**src/rtl/dskfe_pkg.sv**
```systemverilog
package dskfe_pkg;

  typedef enum logic [1:0] {
    REG_CMD    = 2'd0,
    REG_TRACK  = 2'd1,
    REG_SECTOR = 2'd2,
    REG_DATA   = 2'd3
  } dskfe_reg_e;

  // Strobes from the control side to the buffer datapath.
  typedef struct packed {
    logic dataRd;    // data port read
    logic dataWr;    // data port write
    logic clrBuf;    // empty the buffer
    logic armWrite;  // position 0, length WR_LEN
  } dskfe_strb_t;

  localparam logic [7:0] STAT_NOT_READY = 8'h80;
  localparam logic [7:0] EMPTY_BYTE     = 8'hFF;

endpackage

```
**src/rtl/dskfe_buffer.sv**
```systemverilog
module dskfe_buffer
  import dskfe_pkg::*;
#(
  parameter int BUF_DEPTH = 32,
  parameter int WR_LEN    = 4
) (
  input  logic        clk,
  input  logic        rstN,
  input  dskfe_strb_t strb,
  input  logic [7:0]  wrByte,
  input  logic        loadValid,
  input  logic [7:0]  loadByte,
  output logic [7:0]  headByte,
  output logic        notEmpty,
  output logic        lastByte
);

  localparam int AW = (BUF_DEPTH > 1) ? $clog2(BUF_DEPTH) : 1;
  localparam int PW = $clog2(BUF_DEPTH + 1);
  localparam logic [PW-1:0] DEPTH_P = PW'(BUF_DEPTH);
  localparam logic [PW-1:0] WRLEN_P = PW'(WR_LEN);

  logic [7:0]    mem [BUF_DEPTH];
  logic [PW-1:0] rdPos;
  logic [PW-1:0] bufLen;
  logic          moveByte;
  logic          loadOk;

  assign notEmpty = rdPos < bufLen;
  assign lastByte = notEmpty && ((rdPos + PW'(1)) == bufLen);
  assign headByte = notEmpty ? mem[rdPos[AW-1:0]] : EMPTY_BYTE;
  assign moveByte = (strb.dataRd || strb.dataWr) && notEmpty;
  assign loadOk   = loadValid && (bufLen < DEPTH_P) && !strb.clrBuf && !strb.armWrite;

  always_ff @(posedge clk) begin
    if (!rstN) begin
      rdPos  <= '0;
      bufLen <= '0;
    end else if (strb.clrBuf) begin
      rdPos  <= '0;
      bufLen <= '0;
    end else if (strb.armWrite) begin
      rdPos  <= '0;
      bufLen <= WRLEN_P;
    end else begin
      if (moveByte) rdPos  <= rdPos + PW'(1);
      if (loadOk)   bufLen <= bufLen + PW'(1);
    end
  end

  always_ff @(posedge clk) begin
    if (strb.dataWr && notEmpty) mem[rdPos[AW-1:0]] <= wrByte;
    if (loadOk)                  mem[bufLen[AW-1:0]] <= loadByte;
  end

  // the position never runs past the length
  p_pos_bound_r7: assert property (@(posedge clk) disable iff (!rstN)
    rdPos <= bufLen);

  // a data read of an empty buffer leaves the position alone
  p_empty_read_hold_r6: assert property (@(posedge clk) disable iff (!rstN)
    (strb.dataRd && !notEmpty && !strb.clrBuf && !strb.armWrite) |=> $stable(rdPos));

  // a load into a full buffer does not grow it
  p_full_load_r13: assert property (@(posedge clk) disable iff (!rstN)
    (loadValid && bufLen == DEPTH_P && !strb.clrBuf && !strb.armWrite) |=> $stable(bufLen));

endmodule

```
**src/rtl/dskfe_ctrl.sv**
```systemverilog
module dskfe_ctrl
  import dskfe_pkg::*;
(
  input  logic        clk,
  input  logic        rstN,
  input  logic        busSel,
  input  logic        busWr,
  input  logic [2:0]  busAddr,
  input  logic [7:0]  busWdata,
  output logic [7:0]  busRdata,
  input  logic        mediaPresent,
  input  logic        indexPulse,
  input  logic [7:0]  headByte,
  input  logic        notEmpty,
  input  logic        lastByte,
  output dskfe_strb_t strb,
  output logic        irqOut,
  output logic        irqEdge
);

  dskfe_reg_e regSel;
  logic       rdStb, wrStb, cmdWr, statRd;
  logic [3:0] cmdHi;
  logic       isPos, isForce, isRead, isWrite, isFormat;
  logic       raiseCmd, raiseXfer;
  logic [7:0] statusReg, trackReg, sectorReg, dataReg;
  logic       hasDrq, irqLatch;
  logic [7:0] statusView, newTrack;

  assign regSel = dskfe_reg_e'(busAddr[2:1]);
  assign rdStb  = busSel && !busWr;
  assign wrStb  = busSel && busWr;
  assign cmdWr  = wrStb && (regSel == REG_CMD);
  assign statRd = rdStb && (regSel == REG_CMD);
  assign cmdHi  = busWdata[7:4];

  assign isPos    = !busWdata[7];
  assign isForce  = cmdHi == 4'hD;
  assign isFormat = cmdHi == 4'hF;
  assign isWrite  = (cmdHi == 4'hA) || (cmdHi == 4'hB);
  assign isRead   = (cmdHi == 4'h8) || (cmdHi == 4'h9) || (cmdHi == 4'hC) || (cmdHi == 4'hE);

  always_comb begin
    strb          = '0;
    strb.dataRd   = rdStb && (regSel == REG_DATA);
    strb.dataWr   = wrStb && (regSel == REG_DATA);
    strb.clrBuf   = cmdWr && mediaPresent && (isRead || isForce);
    strb.armWrite = cmdWr && mediaPresent && isWrite;
  end

  assign raiseCmd  = cmdWr && (isPos || (isForce && mediaPresent));
  assign raiseXfer = (strb.dataRd || strb.dataWr) && lastByte;

  always_comb begin
    unique case (cmdHi)
      4'h0:    newTrack = 8'h00;
      4'h1:    newTrack = dataReg;
      default: newTrack = trackReg;
    endcase
  end

  // Registers and stored status
  always_ff @(posedge clk) begin
    if (!rstN) begin
      statusReg <= '0;
      hasDrq    <= 1'b0;
      trackReg  <= '0;
      sectorReg <= '0;
      dataReg   <= '0;
    end else if (wrStb) begin
      unique case (regSel)
        REG_TRACK:  trackReg  <= busWdata;
        REG_SECTOR: sectorReg <= busWdata;
        REG_DATA:   dataReg   <= busWdata;
        REG_CMD: begin
          if (isPos) begin
            trackReg  <= newTrack;
            hasDrq    <= 1'b0;
            statusReg <= {!mediaPresent, 4'b0000, newTrack == 8'h00, indexPulse, 1'b0};
          end else if (!isFormat) begin
            hasDrq    <= 1'b1;
            statusReg <= mediaPresent ? 8'h00 : STAT_NOT_READY;
          end
        end
        default: ;
      endcase
    end
  end

  // Interrupt latch and edge flag
  always_ff @(posedge clk) begin
    if (!rstN) begin
      irqLatch <= 1'b0;
      irqEdge  <= 1'b0;
    end else if (statRd) begin
      irqLatch <= 1'b0;
      irqEdge  <= 1'b0;
    end else if (cmdWr) begin
      irqLatch <= raiseCmd;
      if (raiseCmd) irqEdge <= 1'b1;
    end else if (raiseXfer) begin
      if (!irqLatch) irqEdge <= 1'b1;
      irqLatch <= 1'b1;
    end
  end

  assign irqOut = irqLatch;

  always_comb begin
    if (hasDrq) statusView = {statusReg[7:2], notEmpty, notEmpty};
    else        statusView = {statusReg[7:1], notEmpty};
  end

  always_comb begin
    unique case (regSel)
      REG_CMD:    busRdata = statusView;
      REG_TRACK:  busRdata = trackReg;
      REG_SECTOR: busRdata = sectorReg;
      REG_DATA:   busRdata = headByte;
      default:    busRdata = EMPTY_BYTE;
    endcase
  end

  // a status read leaves both interrupt flags clear
  p_stat_clears_irq_r5: assert property (@(posedge clk) disable iff (!rstN)
    statRd |=> (!irqOut && !irqEdge));

  // the edge flag only rises together with a rise of the latch
  p_edge_rise_r8: assert property (@(posedge clk) disable iff (!rstN)
    $rose(irqEdge) |-> (irqLatch && !$past(irqLatch)));

  // a data-class command without media reports not-ready
  p_no_media_r9: assert property (@(posedge clk) disable iff (!rstN)
    (cmdWr && busWdata[7] && !isFormat && !mediaPresent) |=> (statusReg == STAT_NOT_READY));

  // a command that raises nothing leaves the latch clear
  p_cmd_clears_irq_r12: assert property (@(posedge clk) disable iff (!rstN)
    (cmdWr && !raiseCmd) |=> !irqOut);

endmodule

```
**src/rtl/disk_reg_frontend.sv**
```systemverilog
module disk_reg_frontend
  import dskfe_pkg::*;
#(
  parameter int BUF_DEPTH = 32,
  parameter int WR_LEN    = 4
) (
  input  logic       clk,
  input  logic       rstN,
  input  logic       busSel,
  input  logic       busWr,
  input  logic [2:0] busAddr,
  input  logic [7:0] busWdata,
  output logic [7:0] busRdata,
  input  logic       loadValid,
  input  logic [7:0] loadByte,
  input  logic       mediaPresent,
  input  logic       indexPulse,
  output logic       irqOut,
  output logic       irqEdge
);

  dskfe_strb_t strb;
  logic [7:0]  headByte;
  logic        notEmpty;
  logic        lastByte;

  dskfe_ctrl ctrl_i (
    .clk          (clk),
    .rstN         (rstN),
    .busSel       (busSel),
    .busWr        (busWr),
    .busAddr      (busAddr),
    .busWdata     (busWdata),
    .busRdata     (busRdata),
    .mediaPresent (mediaPresent),
    .indexPulse   (indexPulse),
    .headByte     (headByte),
    .notEmpty     (notEmpty),
    .lastByte     (lastByte),
    .strb         (strb),
    .irqOut       (irqOut),
    .irqEdge      (irqEdge)
  );

  dskfe_buffer #(
    .BUF_DEPTH (BUF_DEPTH),
    .WR_LEN    (WR_LEN)
  ) buf_i (
    .clk       (clk),
    .rstN      (rstN),
    .strb      (strb),
    .wrByte    (busWdata),
    .loadValid (loadValid),
    .loadByte  (loadByte),
    .headByte  (headByte),
    .notEmpty  (notEmpty),
    .lastByte  (lastByte)
  );

endmodule

```
**config.mk**
```make
export PLATFORM = sky130hd
export DESIGN_NAME = disk_reg_frontend
export DESIGN_NICKNAME = d
export VERILOG_FILES = /design/src/rtl/dskfe_pkg.sv /design/src/rtl/dskfe_buffer.sv /design/src/rtl/dskfe_ctrl.sv /design/src/rtl/disk_reg_frontend.sv
export SDC_FILE = /design/constraint.sdc
export NUM_CORES = 1
export LEC_CHECK = 0
export ABC_AREA = 1
export ABC_CLOCK_PERIOD_IN_PS = 4000
export CAP_MARGIN = 20
export CORE_MARGIN = 4
export CORE_UTILIZATION = 65
export CTS_CLUSTER_DIAMETER = 150
export CTS_CLUSTER_SIZE = 14
export DETAILED_ROUTE_END_ITERATION = 10
export DONT_BUFFER_PORTS = 1
export PLACE_DENSITY = 0.81
export SETUP_SLACK_MARGIN = 0.4
export SLEW_MARGIN = 20
export SYNTH_ARGS = -nofsm -noshare
export SYNTH_HDL_FRONTEND = slang
export SYNTH_SLANG_ARGS = --single-unit
```
**constraint.sdc**
```tcl
create_clock -name clk -period 4 [get_ports clk]
set_input_delay 0.4 -clock clk [delete_from_list [all_inputs] [get_ports clk]]
set_output_delay 0.4 -clock clk [all_outputs]
set_load 0.01 [all_outputs]
```
## Word-level counts from Yosys, hierarchy flattened

Memory sizes are Yosys's and may differ from the RTL's. A register that Yosys moved wholly into a read port is not among the register bits.
Index checks and enable logic that the tools add are counted.

- Bits in writable memories: 256
- Memories kept: 1
- Output and inout port bits: 10
- Logic and storage cells: 102
- Memory bits (read-only): 0
- Latch bits: 0
- Register bits after elaboration: 47

- Bitwise logic cells: 1
- Order comparisons: 2
- Shift-type cells: 0
- Muxes and demuxes: 25
- $mul: 0
- Reduce and logical (&&, ||, !) cells: 44
- Add/sub/neg operators: 2
- Eq/ne operators: 17
- Div/mod/pow operators: 0

Memory list:

| memory | words | bits a word | rd ports | clocked after Yosys merged registers in | write ports | line | text |
|---|---|---|---|---|---|---|---|
| buf_i.mem | 32 | 8 | 1 | 1 | 2 | dskfe_buffer.sv:23 | `logic [7:0] mem [BUF_DEPTH];` |

Operators by type and width:

| kind | count |
|---|---|
| $mux 8 | 5 |
| $eq 4x4->1 const B | 8 |
| $pmux 8 s2 | 2 |
| $pmux 8 s4 | 1 |
| $logic_and 1x1->1 | 18 |
| $add 6x1->6 const B | 2 |
| $mux 1 | 12 |
| $mux 5 | 2 |
| $reduce_and 3->1 | 3 |
| $logic_not 8->1 | 1 |
| $logic_or 1x1->1 | 7 |
| $eq 6x6->1 | 1 |
| $lt 6x6->1 | 1 |
| $lt 6x6->1 const B | 1 |
| $mux 3 | 2 |
| $ne 2x2->1 const B | 3 |
| $reduce_bool 2->1 | 3 |
| $logic_not 1->1 | 5 |
| $eq 2x2->1 const B | 2 |
| $eq 4x1->1 const B | 1 |
| $logic_not 4->1 | 1 |
| $reduce_and 2->1 | 2 |
| $reduce_or 2->1 | 2 |
| $reduce_or 3->1 | 1 |
| other kinds (5) | 5 |

## Longest topological paths before layout

Gate-level depths: netlist of run 1.

- Depth after elaboration: 11
- Depth in mapped cells: 14

## Cells and area by module

A second synthesis of run 1 with hierarchy kept.

- Cells, all modules: 2103
- Area total of the unflattened synthesis: 16773.6 sq um

Modules (own cells, without submodules):

| module | sequential area each (sq um) | instances | area an instance (sq um) | cells an instance |
|---|---|---|---|---|
| dskfe_buffer | 8027.7 | 1 | 15243.4 | 1873 |
| dskfe_ctrl | 600.6 | 1 | 1530.2 | 230 |

## Least setup slack after synthesis of run 1

Ideal clock, no wire load.

- Kind: reg2reg
- From: register buf_i.bufLen[3]
- To: memory buf_i.mem[11][0] (enable)
- Arrival: 2359 ps
- Setup time: 384 ps
- Stages on the path, launching flop included: 12
- Setup slack: 1257 ps
- Clock period less this slack: 2743 ps
- Data required time: 3616 ps
- Cells stage by stage: dfxtp_1 inv_1 ha_1 nand2_1 inv_1 o21bai_1 nand3_1 clkinv_1 nand2_1 inv_1 nand4_1 o21ai_0

RTL lines:

| element | line | text |
|---|---|---|
| from (decl) | dskfe_buffer.sv:25 | `logic [PW-1:0] bufLen;` |
| from (signal assigned) | dskfe_buffer.sv:47 | `if (loadOk) bufLen <= bufLen + PW'(1);` |
| to (decl) | dskfe_buffer.sv:23 |  |

==> impl_metrics.json, run 1 <==
{
  "status": "finished clean",
  "htree_levels": 1,
  "gr-total-overflow": 0,
  "yosys.area_share.adder_pct": 1.12,
  "ctsResizeCount": 0,
  "rsz0062_at_grt": "false",
  "worst-endpoint-arrival_ns": 2.97,
  "yosysTopAreaCell": "sky130_fd_sc_hd__edfxtp_1",
  "avgSynthCellArea_um2": 8.60,
  "hold_viol_final": 0,
  "io_port_bufs": 0,
  "dominantRegCellSynth": "sky130_fd_sc_hd__edfxtp_1",
  "antenna_cells_inserted": 0,
  "cts_buffers": 25,
  "netlist_instances": 1943,
  "ant_nets": 0,
  "clock_tree_root_driver_cell": "sky130_fd_sc_hd__clkbuf_16",
  "worst_ir_drop_vdd_mv": 0.323,
  "cts_tree": "done",
  "cell_with_the_most_instances_after_synthesis": "sky130_fd_sc_hd__nand2_1",
  "drt_wl_total_mm": 45.8,
  "main_combinational_cell_family_by_area_after_synthesis": "simple AND/OR/NAND/NOR gates",
  "fin_nets": 1911,
  "post_dr_vias_cell": 6.24,
  "final_wtd_congestion": 0.935,
  "first_global_vias": 13084,
  "p_per_area_nw_per_um2": 377,
  "critical_path.max_fanout": 44,
  "detailedPlacementHpwl_mm": 27.9,
  "achievable-frequency_mhz": 297,
  "required_ns": 3.60,
  "synth-simple-area-share_pct": 22.0,
  "dieHeight_um": 168,
  "setup_clock_skew_after_layout_ns": 0.0212,
  "share_of_the_synthesized_netlist_area_taken_by_xor_and_xnor_gates_pct": 0.157,
  "asyncSetResetFlopFracSynth_pct": 0,
  "setup.worst_path.start_class": "flip-flop",
  "fp.dieArea_um2": 28300,
  "postSynthRegisterBits": 303,
  "vias": 13771,
  "slew-limit-headroom_pct": 29.3,
  "core_region_area_um2": 25300,
  "synth.area.mux_share_pct": 0,
  "post-route-period-util_pct": 84.1,
  "design_power_total_mw": 6.57,
  "synth_common_cells": "sky130_fd_sc_hd__nand2_1, sky130_fd_sc_hd__edfxtp_1, sky130_fd_sc_hd__o21ai_1",
  "syn-num-nets": 1984,
  "critPathCaptureType": "primary output",
  "detail_route.drc_violations": 0,
  "synth_cell_types": 37,
  "final-setup-viol-count": 0,
  "yosysTopAreaCellShare_pct": 46.0,
  "final-max-slew-violation-count": 0,
  "criticalPathCategory": "flip-flop to primary output",
  "grt_pass1_wl_mm": 71.1,
  "initial_core_util_pct": 66.2,
  "drt-pass1-iter-count": 6,
  "clockBufferDepth": 3,
  "grt.total_usage_pct": 31.9,
  "cts.reportedPaths.clkPinSlew_ns": 0.07,
  "final_period_minus_worst_setup_slack_ns": 3.37,
  "max-cap-violations": 0,
  "worstSkewPairLatency_ns": 0.55,
  "fraction_of_layout_cells_with_a_size_suffix_above_1_pct": 10.1,
  "synth_compound_area_share_pct": 17.3,
  "rows": 58,
  "synth.area.top_cells": "sky130_fd_sc_hd__edfxtp_1, sky130_fd_sc_hd__nand2_1, sky130_fd_sc_hd__o21ai_1, sky130_fd_sc_hd__dfxtp_1, sky130_fd_sc_hd__o21ai_0",
  "die_w_um": 168,
  "synthesis.yosys.warnings": 0,
  "count_of_clock_tree_sinks": 303,
  "initialDrtViolationCount": 1943,
  "wire_per_inst_um": 20.7,
  "power_leakage_nw": 7.34,
  "num_io_pins": 36,
  "grt_start_max_net_pins": 132,
  "fin_tns_setup_ns": 0,
  "synth_enable_flop_cells": 256,
  "syn2layout_area_growth_pct": 4.27,
  "grt_antenna_before_repair": 0,
  "worst_pin_slew_ns": 1.06,
  "synth_area_um2": 16700,
  "count_of_buffers_added_by_post_cts_timing_repair_for_setup": 0,
  "synth-seq-area-share_pct": 51.6,
  "timing.hold.worst.class": "input pin to flip-flop"
}
## placed cells by master, fill, tap and decap left out, types with 4 or more instances in the layout
| master | Yosys | layout |
|---|---|---|
| sky130_fd_sc_hd__a21oi_1 | 40 | 40 |
| sky130_fd_sc_hd__buf_4 | 0 | 43 |
| sky130_fd_sc_hd__clkbuf_1 | 73 | 7 |
| sky130_fd_sc_hd__clkbuf_16 | 0 | 25 |
| sky130_fd_sc_hd__clkinv_1 | 4 | 4 |
| sky130_fd_sc_hd__dfxtp_1 | 47 | 45 |
| sky130_fd_sc_hd__edfxtp_1 | 256 | 256 |
| sky130_fd_sc_hd__ha_1 | 15 | 15 |
| sky130_fd_sc_hd__inv_1 | 122 | 120 |
| sky130_fd_sc_hd__inv_2 | 3 | 4 |
| sky130_fd_sc_hd__nand2_1 | 490 | 490 |
| sky130_fd_sc_hd__nand2_4 | 33 | 33 |
| sky130_fd_sc_hd__nand3_1 | 109 | 109 |
| sky130_fd_sc_hd__nand4_1 | 8 | 8 |
| sky130_fd_sc_hd__nor2_1 | 176 | 176 |
| sky130_fd_sc_hd__nor2_8 | 4 | 4 |
| sky130_fd_sc_hd__nor3_2 | 4 | 5 |
| sky130_fd_sc_hd__o211ai_1 | 33 | 33 |
| sky130_fd_sc_hd__o21ai_0 | 154 | 153 |
| sky130_fd_sc_hd__o21ai_1 | 199 | 200 |
| sky130_fd_sc_hd__o21ai_2 | 59 | 59 |
| sky130_fd_sc_hd__o22ai_1 | 13 | 13 |
## metal layers
metal  vias to the layer above  track usage, %  wire, um
met5                         -               0         0
met4                         0            13.7      2010
met3                       151            5.14      5000
met2                       825            52.6     21800
met1                      6342            42.3     17000
li1                       6453               -         -
## kinds of logic (layout without fill, tap and decap cells)
family / after synthesis / after routing
adders and majority gates: 15 / 15
DFF: 303 / 303
buffers and inverters: 280 / 214
xor gates and xnor gates: 3 / 3
AOI/OAI and AO/OA: 508 / 508
and+or+nand+nor: 834 / 834
## timing repair
item                                    in CTS  in global routing
hold buffers                                 3                  0
endpoints found under the setup margin       0                  0
hold endpoints to repair                    16                  0
## worst max-delay path: stages, from the launching register on
cell and delay, ns:
sky130_fd_sc_hd__dfxtp_4 0.37, sky130_fd_sc_hd__clkinv_2 0.46, sky130_fd_sc_hd__buf_12 0.41, sky130_fd_sc_hd__nand2_1 0.08, sky130_fd_sc_hd__nand3_1 0.08, sky130_fd_sc_hd__nand3_1 0.19
sky130_fd_sc_hd__nand3_1 0.17, sky130_fd_sc_hd__nand2_1 0.10, sky130_fd_sc_hd__nand2_1 0.05, sky130_fd_sc_hd__nand3_1 0.13, sky130_fd_sc_hd__nand2_1 0.08, sky130_fd_sc_hd__a21oi_1 0.28
## power breakdown
group | switching [mW] | leakage, nW | internal, mW
combinational | 0.597 | 4.32 | 0.251
clock | 1.10 | 0.325 | 1.13
sequential | 0.0305 | 2.69 | 3.46
## cell type report
type / instances / area [um2]
tap: 330 / 413
sequential: 303 / 8630
clock buffer: 32 / 652
clock inverter: 2 / 15.0
multi-input combinational: 1360 / 6780
timing repair buffer: 50 / 440
fill: 2007 / 7830
inverter: 130 / 494
## registers in the layout, summed over array words and instances (netlist names), named ones only
register	count
ctrl_i.statusReg	3
buf_i.rdPos	6
ctrl_i.irqOut	1
ctrl_i.irqEdge	1
ctrl_i.sectorReg	8
ctrl_i.dataReg	8
ctrl_i.trackReg	8
buf_i.mem	256
buf_i.bufLen	6
ctrl_i.hasDrq	1
## final timing paths
check	start	endpoint	slack, ns	cells past startpoint
hold / removal	rstN	ctrl_i.sectorReg[7]$_SDFFE_PN0P_	0.01	2
hold reg to reg	ctrl_i.dataReg[3]$_SDFFE_PN0P_	ctrl_i.dataReg[3]$_SDFFE_PN0P_	0.46	2
setup / recovery	flip-flop	busRdata[2]	0.63	11
setup reg to reg	buf_i.bufLen[3]$_SDFFE_PP0P_	buf_i.mem[10][2]$_DFFE_PP_	0.68	11
## stage by stage
step | area [um2] | hold slack (ns) | utilization [%] | instances | setup WS (ns)
finish | 17400 | 0.0119 | 69.0 | 2207 | 0.634
global route | 17400 | 0.00816 | 69.0 | 2207 | 0.465
CTS | 17400 | 0.0000319 | 68.9 | 2206 | 0.666
detailed placement | 16700 | 0.449 | 66.1 | 2169 | 0.772
global placement | 16700 | 0.448 | 66.1 | 2169 | 0.843
floorplan | 16700 | 0.430 | - | 1943 | 1.26
Note: power is estimated with default switching activity, not from simulation.
==> run 2, diff against run 1 <==
--- a/config.mk
+++ b/config.mk
@@ -5,16 +5,16 @@
 export SDC_FILE = /design/constraint.sdc
 export NUM_CORES = 1
 export LEC_CHECK = 0
-export ABC_AREA = 1
-export ABC_CLOCK_PERIOD_IN_PS = 4000
+export ABC_AREA = 0
+export ABC_CLOCK_PERIOD_IN_PS = 3100
 export CAP_MARGIN = 20
 export CORE_MARGIN = 4
-export CORE_UTILIZATION = 65
+export CORE_UTILIZATION = 64
 export CTS_CLUSTER_DIAMETER = 150
 export CTS_CLUSTER_SIZE = 14
 export DETAILED_ROUTE_END_ITERATION = 10
 export DONT_BUFFER_PORTS = 1
-export PLACE_DENSITY = 0.81
+export PLACE_DENSITY = 0.8
 export SETUP_SLACK_MARGIN = 0.4
 export SLEW_MARGIN = 20
 export SYNTH_ARGS = -nofsm -noshare
==> constraint.sdc (replaced) <==
create_clock -name clk -period 3.1 [get_ports clk]
set_input_delay 0.31 -clock clk [delete_from_list [all_inputs] [get_ports clk]]
set_output_delay 0.31 -clock clk [all_outputs]
set_load 0.01 [all_outputs]
==> run 2 against run 1 <==
Compared with the run above:
- the run now ends with negative hold slack left
- setup slack worse by 0.45 ns
- synthesized area down 3.2%
- sequential cell count unchanged
- critical path type unchanged
- critical endpoint is now busRdata[6]
==> impl_metrics.json, run 2 <==
{
  "grt.total_usage_pct": 34.2,
  "fraction_of_layout_cells_with_a_size_suffix_above_1_pct": 39.4,
  "vias": 11302,
  "clockBufferDepth": 3,
  "syn-num-nets": 1204,
  "setup.worst_path.start_class": "flip-flop",
  "worstReg2RegEnd": "buf_i.mem[11][2]$_DFFE_PP_",
  "path_cells": "buf_8 -> mux4_2 -> o22ai_1 -> or4_1 -> a22oi_2",
  "num_io_pins": 36,
  "post_dr_vias_cell": 7.38,
  "clock_tree_root_driver_cell": "sky130_fd_sc_hd__clkbuf_16",
  "initial_core_util_pct": 65.7,
  "detail_route.drc_violations": 0,
  "max-cap-violations": 0,
  "htree_levels": 1,
  "critical_path.max_fanout": 12,
  "final-setup-viol-count": 0,
  "worst_r2r_src": "buf_i.bufLen[4]$_SDFFE_PP0P_",
  "detailedPlacementHpwl_mm": 25.8,
  "path_buf_inv": 1,
  "placedInstanceArea_um2": 16400,
  "drt_wl_total_mm": 49.6,
  "worst_path_dominant_cell_family": "simple AND/OR/NAND/NOR gates",
  "cts_tree": "done",
  "synth_cell_types": 65,
  "final_period_minus_worst_setup_slack_ns": 2.91,
  "avgSynthCellArea_um2": 13.9,
  "status": "finished, violations left",
  "grt_start_max_net_pins": 40,
  "synth_common_cells": "sky130_fd_sc_hd__edfxtp_1, sky130_fd_sc_hd__mux2_2, sky130_fd_sc_hd__clkbuf_1",
  "fp.dieArea_um2": 27900,
  "yosysTopAreaCell": "sky130_fd_sc_hd__edfxtp_1",
  "max_stage_delay_ns": 0.62,
  "dominantRegCellSynth": "sky130_fd_sc_hd__edfxtp_1",
  "rows": 57,
  "final_wtd_congestion": 0.933,
  "p_per_area_nw_per_um2": 454,
  "criticalPathCategory": "flip-flop to primary output",
  "violations": "negative hold slack",
  "synth_enable_flop_cells": 256,
  "first_global_vias": 10686,
  "rsz0062_at_grt": "true",
  "cts_buffers": 25,
  "most_common_cell_after_layout_fill_and_taps_aside": "sky130_fd_sc_hd__edfxtp_1",
  "grt_antenna_before_repair": 3,
  "yosysTopAreaCellShare_pct": 47.5,
  "postSynthRegisterBits": 303,
  "power_leakage_nw": 5.85,
  "grt_pass1_wl_mm": 71.0,
  "count_of_clock_tree_sinks": 303,
  "initialDrtViolationCount": 2027,
  "drt-pass1-iter-count": 6,
  "die_w_um": 167,
  "fin_tns_setup_ns": 0,
  "required_ns": 2.79,
  "synth.area.top_cells": "sky130_fd_sc_hd__edfxtp_1, sky130_fd_sc_hd__mux2_2, sky130_fd_sc_hd__mux4_2, sky130_fd_sc_hd__dfxtp_1, sky130_fd_sc_hd__clkbuf_1",
  "gr-total-overflow": 0,
  "netlist_instances": 1163,
  "timing.hold.worst.class": "input pin to flip-flop",
  "cell_with_the_most_instances_after_synthesis": "sky130_fd_sc_hd__edfxtp_1",
  "cp_slowest_cell": "sky130_fd_sc_hd__or4_1",
  "asyncSetResetFlopFracSynth_pct": 0,
  "dieHeight_um": 167,
  "fin_nets": 1227,
  "hold_viol_final": 1,
  "regToRegSetupSlack_ns": 0.38,
  "syn2layout_area_growth_pct": 12.3,
  "setup_ws_ns": 0.186,
  "ant_nets": 0,
  "largest_reg_flops": 256,
  "setup_clock_skew_after_layout_ns": 0.0243,
  "layout.cells.most_common_list": "sky130_fd_sc_hd__edfxtp_1, sky130_fd_sc_hd__mux2_2, sky130_fd_sc_hd__nand2_1",
  "synth-seq-area-share_pct": 53.4,
  "critical_path_end": "busRdata[6]",
  "worst-endpoint-arrival_ns": 2.60,
  "slew-limit-headroom_pct": 29.6,
  "io_port_bufs": 0,
  "worst-r2r-cell-count": 10,
  "wire_per_inst_um": 32.4,
  "cts.reportedPaths.clkPinSlew_ns": 0.07,
  "worst_pin_slew_ns": 1.05,
  "critical_path_depth": 5,
  "place_ws_ns": 0.168,
  "synthesis.yosys.warnings": 0,
  "worst_ir_drop_vdd_mv": 0.449,
  "holdWs_ns": -0.00332,
  "post-route-period-util_pct": 94.0,
  "worstSkewPairLatency_ns": 0.55,
  "post-route-cell-area_um2": 18200,
  "final-max-slew-violation-count": 0,
  "utilization_after_layout_pct": 73.8,
  "critPathCaptureType": "primary output",
  "core_region_area_um2": 24600,
  "achievable-frequency_mhz": 343,
  "synth_area_um2": 16200
}
## run 2: changes by cell type in the layout (fill, tap and decap cells not counted), moves of 32 or more
cell,delta
sky130_fd_sc_hd__dlygate4sd3_1,+56
sky130_fd_sc_hd__inv_1,-101
sky130_fd_sc_hd__mux2_2,+244
sky130_fd_sc_hd__mux4_2,+59
sky130_fd_sc_hd__nand2_1,-421
sky130_fd_sc_hd__nand3_1,-91
sky130_fd_sc_hd__nor2_1,-148
sky130_fd_sc_hd__o211ai_1,-32
sky130_fd_sc_hd__o21ai_0,-139
sky130_fd_sc_hd__o21ai_1,-199
sky130_fd_sc_hd__o21ai_2,-58
## run 2: routing by layer
layer  share of wire [%]  track usage, %
met5               0.022               0
met4                 5.9            15.9
met3                  14            7.21
met2                  45            52.7
met1                  35            47.0
## run 2: where the power goes
part	total (mW)	internal [mW]	switching, mW	leakage, nW
clock	2.97	1.51	1.46	0.334
sequential	4.48	4.45	0.0280	2.69
combinational	0.794	0.371	0.423	2.82
## run 2: worst register-to-register path, cell delays in order (launching register included)
cell	delay (ns)
sky130_fd_sc_hd__dfxtp_4	0.38
sky130_fd_sc_hd__inv_1	0.08
sky130_fd_sc_hd__ha_1	0.30
sky130_fd_sc_hd__and4_1	0.21
sky130_fd_sc_hd__o21ai_2	0.08
sky130_fd_sc_hd__buf_4	0.15
sky130_fd_sc_hd__nand3_1	0.07
sky130_fd_sc_hd__buf_4	0.22
sky130_fd_sc_hd__nor4_1	0.37
sky130_fd_sc_hd__buf_4	0.23
sky130_fd_sc_hd__a21bo_2	0.28
## run 2: repair_timing
| action | CTS | global route |
|---|---|---|
| endpoints found under the setup margin | 262 | 230 |
| hold buffers | 50 | 9 |
| resized for setup | 46 | 36 |
| gates cloned | 3 | 0 |
| endpoints found under the hold margin | 135 | 11 |
| pin swaps | 4 | 6 |
| buffers inserted | 5 | 12 |
## run 2: cell type report
class	count	area, um2
Antenna cell	4	10.0
Clock inverter	1	6.26
Clock buffer	43	693
Timing Repair Buffer	97	1050
Sequential cell	303	8650
Inverter	23	88.8
Fill cell	1491	6450
Tap cell	324	405
Multi-Input combinational cell	736	7250
## run 2: cells by family after synthesis
kind of cell               synth area share, %
AOI/OAI and AO/OA                         7.23
xor gates and xnor gates                 0.596
adders and majority gates                 1.16
buffers and inverters                     2.99
DFF                                       53.4
muxes                                     26.7
and+or+nand+nor                           7.96
## run 2: worst min-delay path by stage
| stage | start | end | slack (ns) | cells past startpoint |
|---|---|---|---|---|
| 3_5_place_dp | rstN | ctrl_i.trackReg[4]$_SDFFE_PN0P_ | 0.45 | 1 |
| 3_3_place_gp | rstN | ctrl_i.statusReg[7]$_SDFFE_PN0P_ | 0.44 | 1 |
| 5_1_grt | busWdata[1] | buf_i.mem[22][1]$_DFFE_PP_ | -0.0009 | 1 |
| 6_report | busWdata[1] | buf_i.mem[21][1]$_DFFE_PP_ | -0.003 | 1 |
| 2_1_floorplan | ctrl_i.statusReg[2]$_SDFFE_PN0P_ | ctrl_i.statusReg[2]$_SDFFE_PN0P_ | 0.44 | 2 |
| 4_1_cts | loadByte[0] | buf_i.mem[28][0]$_DFFE_PP_ | 0.00001 | 1 |
## run 2: through the flow
step / total power, mW / std cells / hold slack (ns)
floorplan: 5.07 / 1163 / 0.438
global placement: 5.10 / 1404 / 0.437
detailed placement: 5.13 / 1404 / 0.450
CTS: 8.15 / 1506 / 0.0000107
global route: 8.42 / 1527 / -0.000929
finish: 8.25 / 1531 / -0.00332
